## src/rtl/wt_ram_pkg.sv

```systemverilog
package wt_ram_pkg;
  localparam int unsigned DATA_W_DEF = 4;
  localparam int unsigned ADDR_W_DEF = 4;

  typedef enum logic [1:0] {
    ACC_IDLE  = 2'd0,
    ACC_READ  = 2'd1,
    ACC_WRITE = 2'd2
  } access_e;

  function automatic access_e decode_access(input logic rw, input logic en);
    if (rw)      return ACC_READ;
    else if (en) return ACC_WRITE;
    else         return ACC_IDLE;
  endfunction
endpackage

```

## src/rtl/wt_store_cell.sv

```systemverilog
module wt_store_cell #(
  parameter int unsigned WIDTH = 4
) (
  input  logic             clk,
  input  logic             load,
  input  logic [WIDTH-1:0] din,
  output logic [WIDTH-1:0] dout
);
  logic [WIDTH-1:0] bits_q;

  always_ff @(posedge clk) begin
    if (load) bits_q <= din;
  end

  assign dout = bits_q;
endmodule

```

## src/rtl/wt_write_decode.sv

```systemverilog
module wt_write_decode #(
  parameter int unsigned ADDR_W = 4,
  localparam int unsigned DEPTH = 1 << ADDR_W
) (
  input  logic              go,
  input  logic [ADDR_W-1:0] addr,
  output logic [DEPTH-1:0]  strobe
);
  for (genvar k = 0; k < DEPTH; k++) begin : g_line
    assign strobe[k] = go && (addr == ADDR_W'(k));
  end
endmodule

```

## src/rtl/wt_read_select.sv

```systemverilog
module wt_read_select #(
  parameter int unsigned WIDTH  = 4,
  parameter int unsigned ADDR_W = 4,
  localparam int unsigned DEPTH = 1 << ADDR_W
) (
  input  logic [DEPTH-1:0][WIDTH-1:0] words,
  input  logic [ADDR_W-1:0]           addr,
  output logic [WIDTH-1:0]            word
);
  always_comb begin
    word = '0;
    for (int k = 0; k < DEPTH; k++) begin
      if (addr == ADDR_W'(k)) word = words[k];
    end
  end
endmodule

```

## src/rtl/wt_out_stage.sv

```systemverilog
module wt_out_stage
  import wt_ram_pkg::*;
#(
  parameter int unsigned WIDTH = 4
) (
  input  logic             clk,
  input  logic             rst,
  input  access_e          acc,
  input  logic [WIDTH-1:0] rd_word,
  input  logic [WIDTH-1:0] wr_word,
  output logic [WIDTH-1:0] q
);
  always_ff @(posedge clk) begin
    if (rst) begin
      q <= '0;
    end else begin
      unique case (acc)
        ACC_READ:  q <= rd_word;
        ACC_WRITE: q <= wr_word;
        default:   q <= q;
      endcase
    end
  end

  assert_reset_R1: assert property (@(posedge clk) rst |=> (q == '0))
    else $error("R1 output not cleared by reset");
  assert_write_first_R3: assert property (@(posedge clk) disable iff (rst)
    (acc == ACC_WRITE) |=> (q == $past(wr_word)))
    else $error("R3 written word not shown");
  assert_idle_hold_R4: assert property (@(posedge clk) disable iff (rst)
    (acc == ACC_IDLE) |=> $stable(q))
    else $error("R4 output moved on idle cycle");
endmodule

```

## src/rtl/wt_ram16x4.sv

```systemverilog
module wt_ram16x4
  import wt_ram_pkg::*;
#(
  parameter int unsigned DATA_W = DATA_W_DEF,
  parameter int unsigned ADDR_W = ADDR_W_DEF
) (
  input  logic              clk,
  input  logic              rst,
  input  logic              rw_sel,
  input  logic              wr_en,
  input  logic [ADDR_W-1:0] addr,
  input  logic [DATA_W-1:0] wdata,
  output logic [DATA_W-1:0] rdata
);
  localparam int unsigned DEPTH = 1 << ADDR_W;

  access_e                        acc;
  logic [DEPTH-1:0]               strobe;
  logic [DEPTH-1:0][DATA_W-1:0]   cell_q;
  logic [DATA_W-1:0]              sel_word;

  assign acc = decode_access(rw_sel, wr_en);

  wt_write_decode #(.ADDR_W(ADDR_W)) u_dec (
    .go     (acc == ACC_WRITE),
    .addr   (addr),
    .strobe (strobe)
  );

  for (genvar k = 0; k < DEPTH; k++) begin : g_cell
    wt_store_cell #(.WIDTH(DATA_W)) u_cell (
      .clk  (clk),
      .load (strobe[k]),
      .din  (wdata),
      .dout (cell_q[k])
    );

    assert_cell_load_R2: assert property (@(posedge clk) disable iff (rst)
      strobe[k] |=> (cell_q[k] == $past(wdata)))
      else $error("R2 cell did not capture data");
    assert_cell_hold_R6: assert property (@(posedge clk) disable iff (rst)
      !strobe[k] |=> $stable(cell_q[k]))
      else $error("R6 unselected cell changed");
  end

  wt_read_select #(.WIDTH(DATA_W), .ADDR_W(ADDR_W)) u_sel (
    .words (cell_q),
    .addr  (addr),
    .word  (sel_word)
  );

  wt_out_stage #(.WIDTH(DATA_W)) u_out (
    .clk     (clk),
    .rst     (rst),
    .acc     (acc),
    .rd_word (sel_word),
    .wr_word (wdata),
    .q       (rdata)
  );

  assert_one_strobe_R6: assert property (@(posedge clk) disable iff (rst)
    $onehot0(strobe))
    else $error("R6 more than one write strobe");
  assert_addr_map_R7: assert property (@(posedge clk) disable iff (rst)
    (!rw_sel && wr_en) |-> strobe[addr])
    else $error("R7 strobe not on addressed word");
  assert_read_nowrite_R5: assert property (@(posedge clk) disable iff (rst)
    rw_sel |-> (strobe == '0))
    else $error("R5 read raised a write strobe");
  assert_read_data_R5: assert property (@(posedge clk) disable iff (rst)
    rw_sel |=> (rdata == $past(sel_word)))
    else $error("R5 read word not delivered");
endmodule

```

## config.mk

```make
export PLATFORM = sky130hd
export DESIGN_NAME = wt_ram16x4
export DESIGN_NICKNAME = d
export VERILOG_FILES = /design/src/rtl/wt_ram_pkg.sv /design/src/rtl/wt_store_cell.sv /design/src/rtl/wt_write_decode.sv /design/src/rtl/wt_read_select.sv /design/src/rtl/wt_out_stage.sv /design/src/rtl/wt_ram16x4.sv
export SDC_FILE = /design/constraint.sdc
export NUM_CORES = 1
export LEC_CHECK = 0
export ABC_AREA = 1
export BUFFER_PORTS_ARGS = -buffer_cell sky130_fd_sc_hd__buf_2
export CELL_PAD_IN_SITES_DETAIL_PLACEMENT = 1
export CELL_PAD_IN_SITES_GLOBAL_PLACEMENT = 1
export CORE_ASPECT_RATIO = 2
export CORE_MARGIN = 8
export CORE_UTILIZATION = 50
export DETAILED_ROUTE_END_ITERATION = 6
export GPL_ROUTABILITY_DRIVEN = 0
export PLACE_DENSITY_LB_ADDON = 0.25
export SYNTH_ARGS = -nofsm -noshare
export SYNTH_HDL_FRONTEND = slang
export SYNTH_HIERARCHICAL = 1
export SYNTH_SLANG_ARGS = --single-unit
```

## constraint.sdc

```tcl
create_clock -name clk -period 3.3 [get_ports clk]
set_clock_uncertainty 0.1 [all_clocks]
set_input_delay 0.66 -clock clk [delete_from_list [all_inputs] [get_ports clk]]
set_output_delay 0.66 -clock clk [all_outputs]
set_load 0.1 [all_outputs]
```

# Yosys cells after proc, flatten, opt, wreduce, memory -nomap -nowiden
# Index checks and enable logic that the tools add are counted.
# totals
output_inout_bits,4
mem_count,0
input_bits,12
register_bits,68
rom_bits,0
latch_bits,0
ramBits,0
# classes
bitwise_logic,0
reduce_logical,18
n_shift,0
n_eq_ne,17
add_sub_neg,0
div_mod_pow,0
mux,19
mul,0
n_lt_le_gt_ge,0
# op_table
operator,n
two-way mux 4 bit,16
equality test 4 bit (second input constant),8
equality test 4 x 3 -> 1 bit (second input constant),4
logical AND 1 bit,16
equality test 4 x 2 -> 1 bit (second input constant),2
case mux 4 bit (2 select lines),1
equality test 4 x 1 -> 1 bit (second input constant),1
zero test 4 bit,1
two-way mux 2 bit,2
equality test 2 x 1 -> 1 bit (second input constant),1
equality test 2 bit (second input constant),1
nonzero test 2 bit,1

# Logic depth before layout (Yosys ltp)
# depth
ltp_word,18
ltp_mapped,16

# By module
# Netlist, hierarchy kept.
# modules_own_cells
module,cells_each,n_inst,area_per_inst_um2
wt_store_cell,4,16,120.1
wt_read_select,145,1,650.6
wt_out_stage,37,1,221.5
wt_write_decode,32,1,126.4
wt_ram16x4,2,1,10.0

# Worst setup path after synthesis
# OpenSTA, ideal clock, no wires.
# synth_path
path_type,input to register
from,in addr[3]
to,reg u_out.q[2]
t_arrival_ns,1.704
n_path_buf,0
t_required_ns,3.081
setup_time_ns,0.119
cell_stages,13
setup_slack_ns,1.377
path_cell_list,inv_1 nand2_1 nor2_2 inv_2 or2_0 nand2_1 nand4_1 nor3_2 nand4_1 inv_1 nor2_1 nor2_1 nor2_1
# synth_between
elab_chain_len,18
# synth_rtl
item,line_no,source
from (decl),wt_ram16x4.sv:11,"input logic [ADDR_W-1:0] addr,"
zero test 4 bit,wt_read_select.sv:13,if (addr == ADDR_W'(k)) word = words[k];
two-way mux 4 bit (15 in a row),wt_read_select.sv:13,
two-way mux 4 bit (*),wt_read_select.sv:13,
net sel_word[2],wt_ram16x4.sv:20,logic [DATA_W-1:0] sel_word;
case mux 4 bit (2 select lines) (*),wt_out_stage.sv:17,unique case (acc)
to (signal assigned),wt_out_stage.sv:18,ACC_READ: q <= rd_word;
to (signal assigned),wt_out_stage.sv:19,ACC_WRITE: q <= wr_word;
to (signal assigned),wt_out_stage.sv:20,default: q <= q;
to (decl),wt_out_stage.sv:11,output logic [WIDTH-1:0] q
# Mark *: on every way through the listed nets, which the timed path passes. The rest lies on a longest branch.
# A chain may end at the register's enable or synchronous reset.

# Worst setup path in the final report
# layout_path
from,in addr[0]
to,reg u_out.q[2]
# Same word-level chain as after synthesis.

==> key figures <==
Detailed routing
  • DRC viols: 0
  • Vias post-DR: around 2100
  • Routed Antenna Nets: 0
  • DRT Pass-1 Iters: 4
  • Via density: 5.65
  • DR WL/cell: approximately 20 um
  • Drt initial violations: 144
  • Final wirelength: 7380 um

STA
  • Hold Slack: 0.428 ns
  • Worst-margin pin slew: 0.506 ns
  • Max-slew headroom: 0.662
  • Fin crit period: 2.34 ns
  • Final period util: 0.711
  • Worst setup margin: 0.955 ns
  • Slew Limit Fails: 0
  • Endpoints failing setup: 0
  • Fmax: 426 MHz
  • Final hold vios: 0
  • Setup TNS: 0 ns
  • Unrepaired setup endpoints after global routing: no

Synth
  • Top cell type's share of synthesized area: 0.656
  • Post-synthesis sequential area ratio: 0.683
  • Leading area contributor after synthesis: edfxtp_1
  • Synthesized Nets: 293
  • Post-Synthesis Cells: 280
  • Distinct cells, synth: 20
  • Number of synthesized register bits: 68
  • Mean post-synth cell area: between 10 and 15 um^2
  • Top cells by area, synth: edfxtp_1 (66%), nand2_1 (8.7%), nor2_1 (6.7%)
  • Yosys warns: 6
  • Post-Syn Area: 2930 um^2

Clock tree
  • CTS Hold Bufs: 0
  • Clk pin slew, worst setup/hold paths: 0.05 ns
  • Num CTS Buffers: 9
  • Post-CTS Setup Repair Bufs: 0
  • Worst-Skew Late Latency: 0.33 ns
  • Clock buffer depth: 2
  • CTS resizes: 0
  • CTS tree: done
  • H-tree Lvls: 3
  • Sink Count: 68
  • Root Buffer: clkbuf_16

Floorplan
  • Die X: 70.1 um
  • Die ar.: 8710 um^2
  • I/O pins: 16
  • Initial Util: 0.513
  • Placement row count: 39
  • Die H: about 120 um
  • Core area: 5710 um^2

Power
  • Pleak: ~0.0013 uW
  • Worst VDD drop: 0.492 mV
  • Power per cell area: 623 nW/um^2
  • Overall Power: 2100 uW

Worst setup path
  • Startpoint types: primary input
  • WP data required: 3.42 ns
  • R2r setup slk: approximately 1.4 ns
  • CP Buf/Inv Count: 3
  • Critical path arrival: between 2 and 2.5 ns
  • Critical R2R Launch: g_cell[0].u_cell/dout[1]
  • Setup CP Type: in -> reg
  • Crit-path slowest cell: nand2_1
  • Largest stage delay, worst path: about 0.22 ns
  • Crit Path Max Fanout: 10
  • CP delay by family, top: simple AND/OR/NAND/NOR gates
  • Most used cell, CP: nor2_1
  • Reg2reg path depth: 14
  • CP Capture Type: flop
  • Crit Reg-Reg Endpoint: u_out/q[1]
  • Crit path cell chain: buf_2, inv_1, nand2_1, nor2_1, a21oi_1, nand4_1, nand2_1, nand4_1, nor3_2, nand4_1, inv_1, nor2_1, nor2_1, nor2_1

Global routing
  • Total gr overflow: 0
  • Pin count of the biggest net entering global routing: 18
  • First-pass GRT wire length: 11700 um
  • Total global-route track usage: 0.180
  • Antenna violations before repair: 0
  • Vias in the first global route: roughly 2300

Placement
  • HPWL after detailed placement: about 5300 um
  • Pre-CTS setup slack: 0.625 ns
  • PortBufs: 15

Cells and area
  • Share of layout cells above drive strength 1: 0.123
  • Area of the multi-input gates: 793 um^2
  • Layout Nets: roughly 320
  • Number of fill cells: 629
  • Commonest cells after routing, fill and taps aside: nand2_1 (68), edfxtp_1 (64), nor2_1 (52)
  • Register area: 2000 um^2
  • Antenna cell count: 0
  • Commonest non-fill, non-tap cell in the layout: nand2_1
  • P&R area growth vs syn: 15.0%

Run status
  • Outcome: finished clean

Job
  • Max cap viols: 0

Min path
  • HP Class: reg -> reg
  • Worst hold path depth: 2
  • Hold endpoint: u_out/q[2]
  • Origin of the worst min-delay path: u_out/q[2]
==> worst register-to-register path: stages, from the launching register on <==
cell	delay [ns]
edfxtp_1	0.37
nand3_1	0.10
nand3_1	0.12
nor2_1	0.15
nand4_1	0.12
nor2_1	0.12
nand3_1	0.07
nand2_1	0.12
nand3_1	0.09
nand2_1	0.10
nand3_1	0.09
inv_1	0.07
nor2_1	0.04
nor2_1	0.12
nor2_1	0.05
==> kinds of logic (layout without fill, tap and decap cells) <==
logic type / count (synthesis) / in the layout / synth area share
DFF: 68 / 68 / 0.683
and+or+nand+nor: 167 / 167 / 0.248
buffers and inverters: 33 / 62 / 0.0461
AOI/OAI and AO/OA: 11 / 11 / 0.0188
adders and majority gates: 1 / 1 / 0.00427
==> state kept, by name, indices dropped and copies added (netlist names) <==
| register | count |
|---|---|
| u_out/q | 4 |
| g_cell.u_cell/dout | 64 |
==> metrics by stage <==
| stage | instances | cell area, um^2 | utilization |
|---|---|---|---|
| 2_1_floorplan | 280 | 2930 | - |
| 3_3_place_gp | 354 | 3060 | 0.536 |
| 3_5_place_dp | 354 | 3060 | 0.536 |
| 4_1_cts | 370 | 3370 | 0.590 |
| 5_1_grt | 370 | 3370 | 0.590 |
| 6_report | 370 | 3370 | 0.590 |
==> power by group <==
part           leakage [uW]  switching, uW  internal (uW)
clock              0.000150            318            647
combinational      0.000526            134           36.4
sequential         0.000610           5.32            960
==> Yosys cell counts (all sizes together) <==
master  count
nor3b       2
nor2       57
ha          1
dfxtp       4
nand3      26
nand2      68
buf         2
nor3        1
a21oi       6
o21ai       5
or2         5
inv        31
edfxtp     64
nand4       8
==> worst max-delay path by stage <==
stage / depth (start not counted) / slack [ns] / startpoint / end
6_report: 14 / 0.96 / addr[0] / u_out/q[2]
5_1_grt: 16 / 0.77 / addr[2] / u_out/q[1]
4_1_cts: 14 / 0.96 / addr[0] / u_out/q[2]
3_5_place_dp: 16 / 0.62 / addr[2] / u_out/q[1]
3_3_place_gp: 14 / 0.72 / addr[0] / u_out/q[2]
2_1_floorplan: 13 / 1.38 / addr[3] / u_out/q[2]
==> metal layers <==
layer / global-route usage / up-vias / part of all wire
li1: - / 986 / -
met1: 0.156 / 997 / 0.33
met2: 0.341 / 81 / 0.57
met3: 0.0494 / 25 / 0.048
met4: 0.113 / 0 / 0.045
met5: 0 / - / 0
==> final cells by class <==
cell class / instances / area share
timing repair buffer: 15 / 0.0223
clock inverter: 1 / 0.00891
multi-input combinational: 179 / 0.235
sequential: 68 / 0.594
tap: 61 / 0.0226
clock buffer: 15 / 0.0824
inverter: 31 / 0.0345
Power figures use the tool's default switching activity.
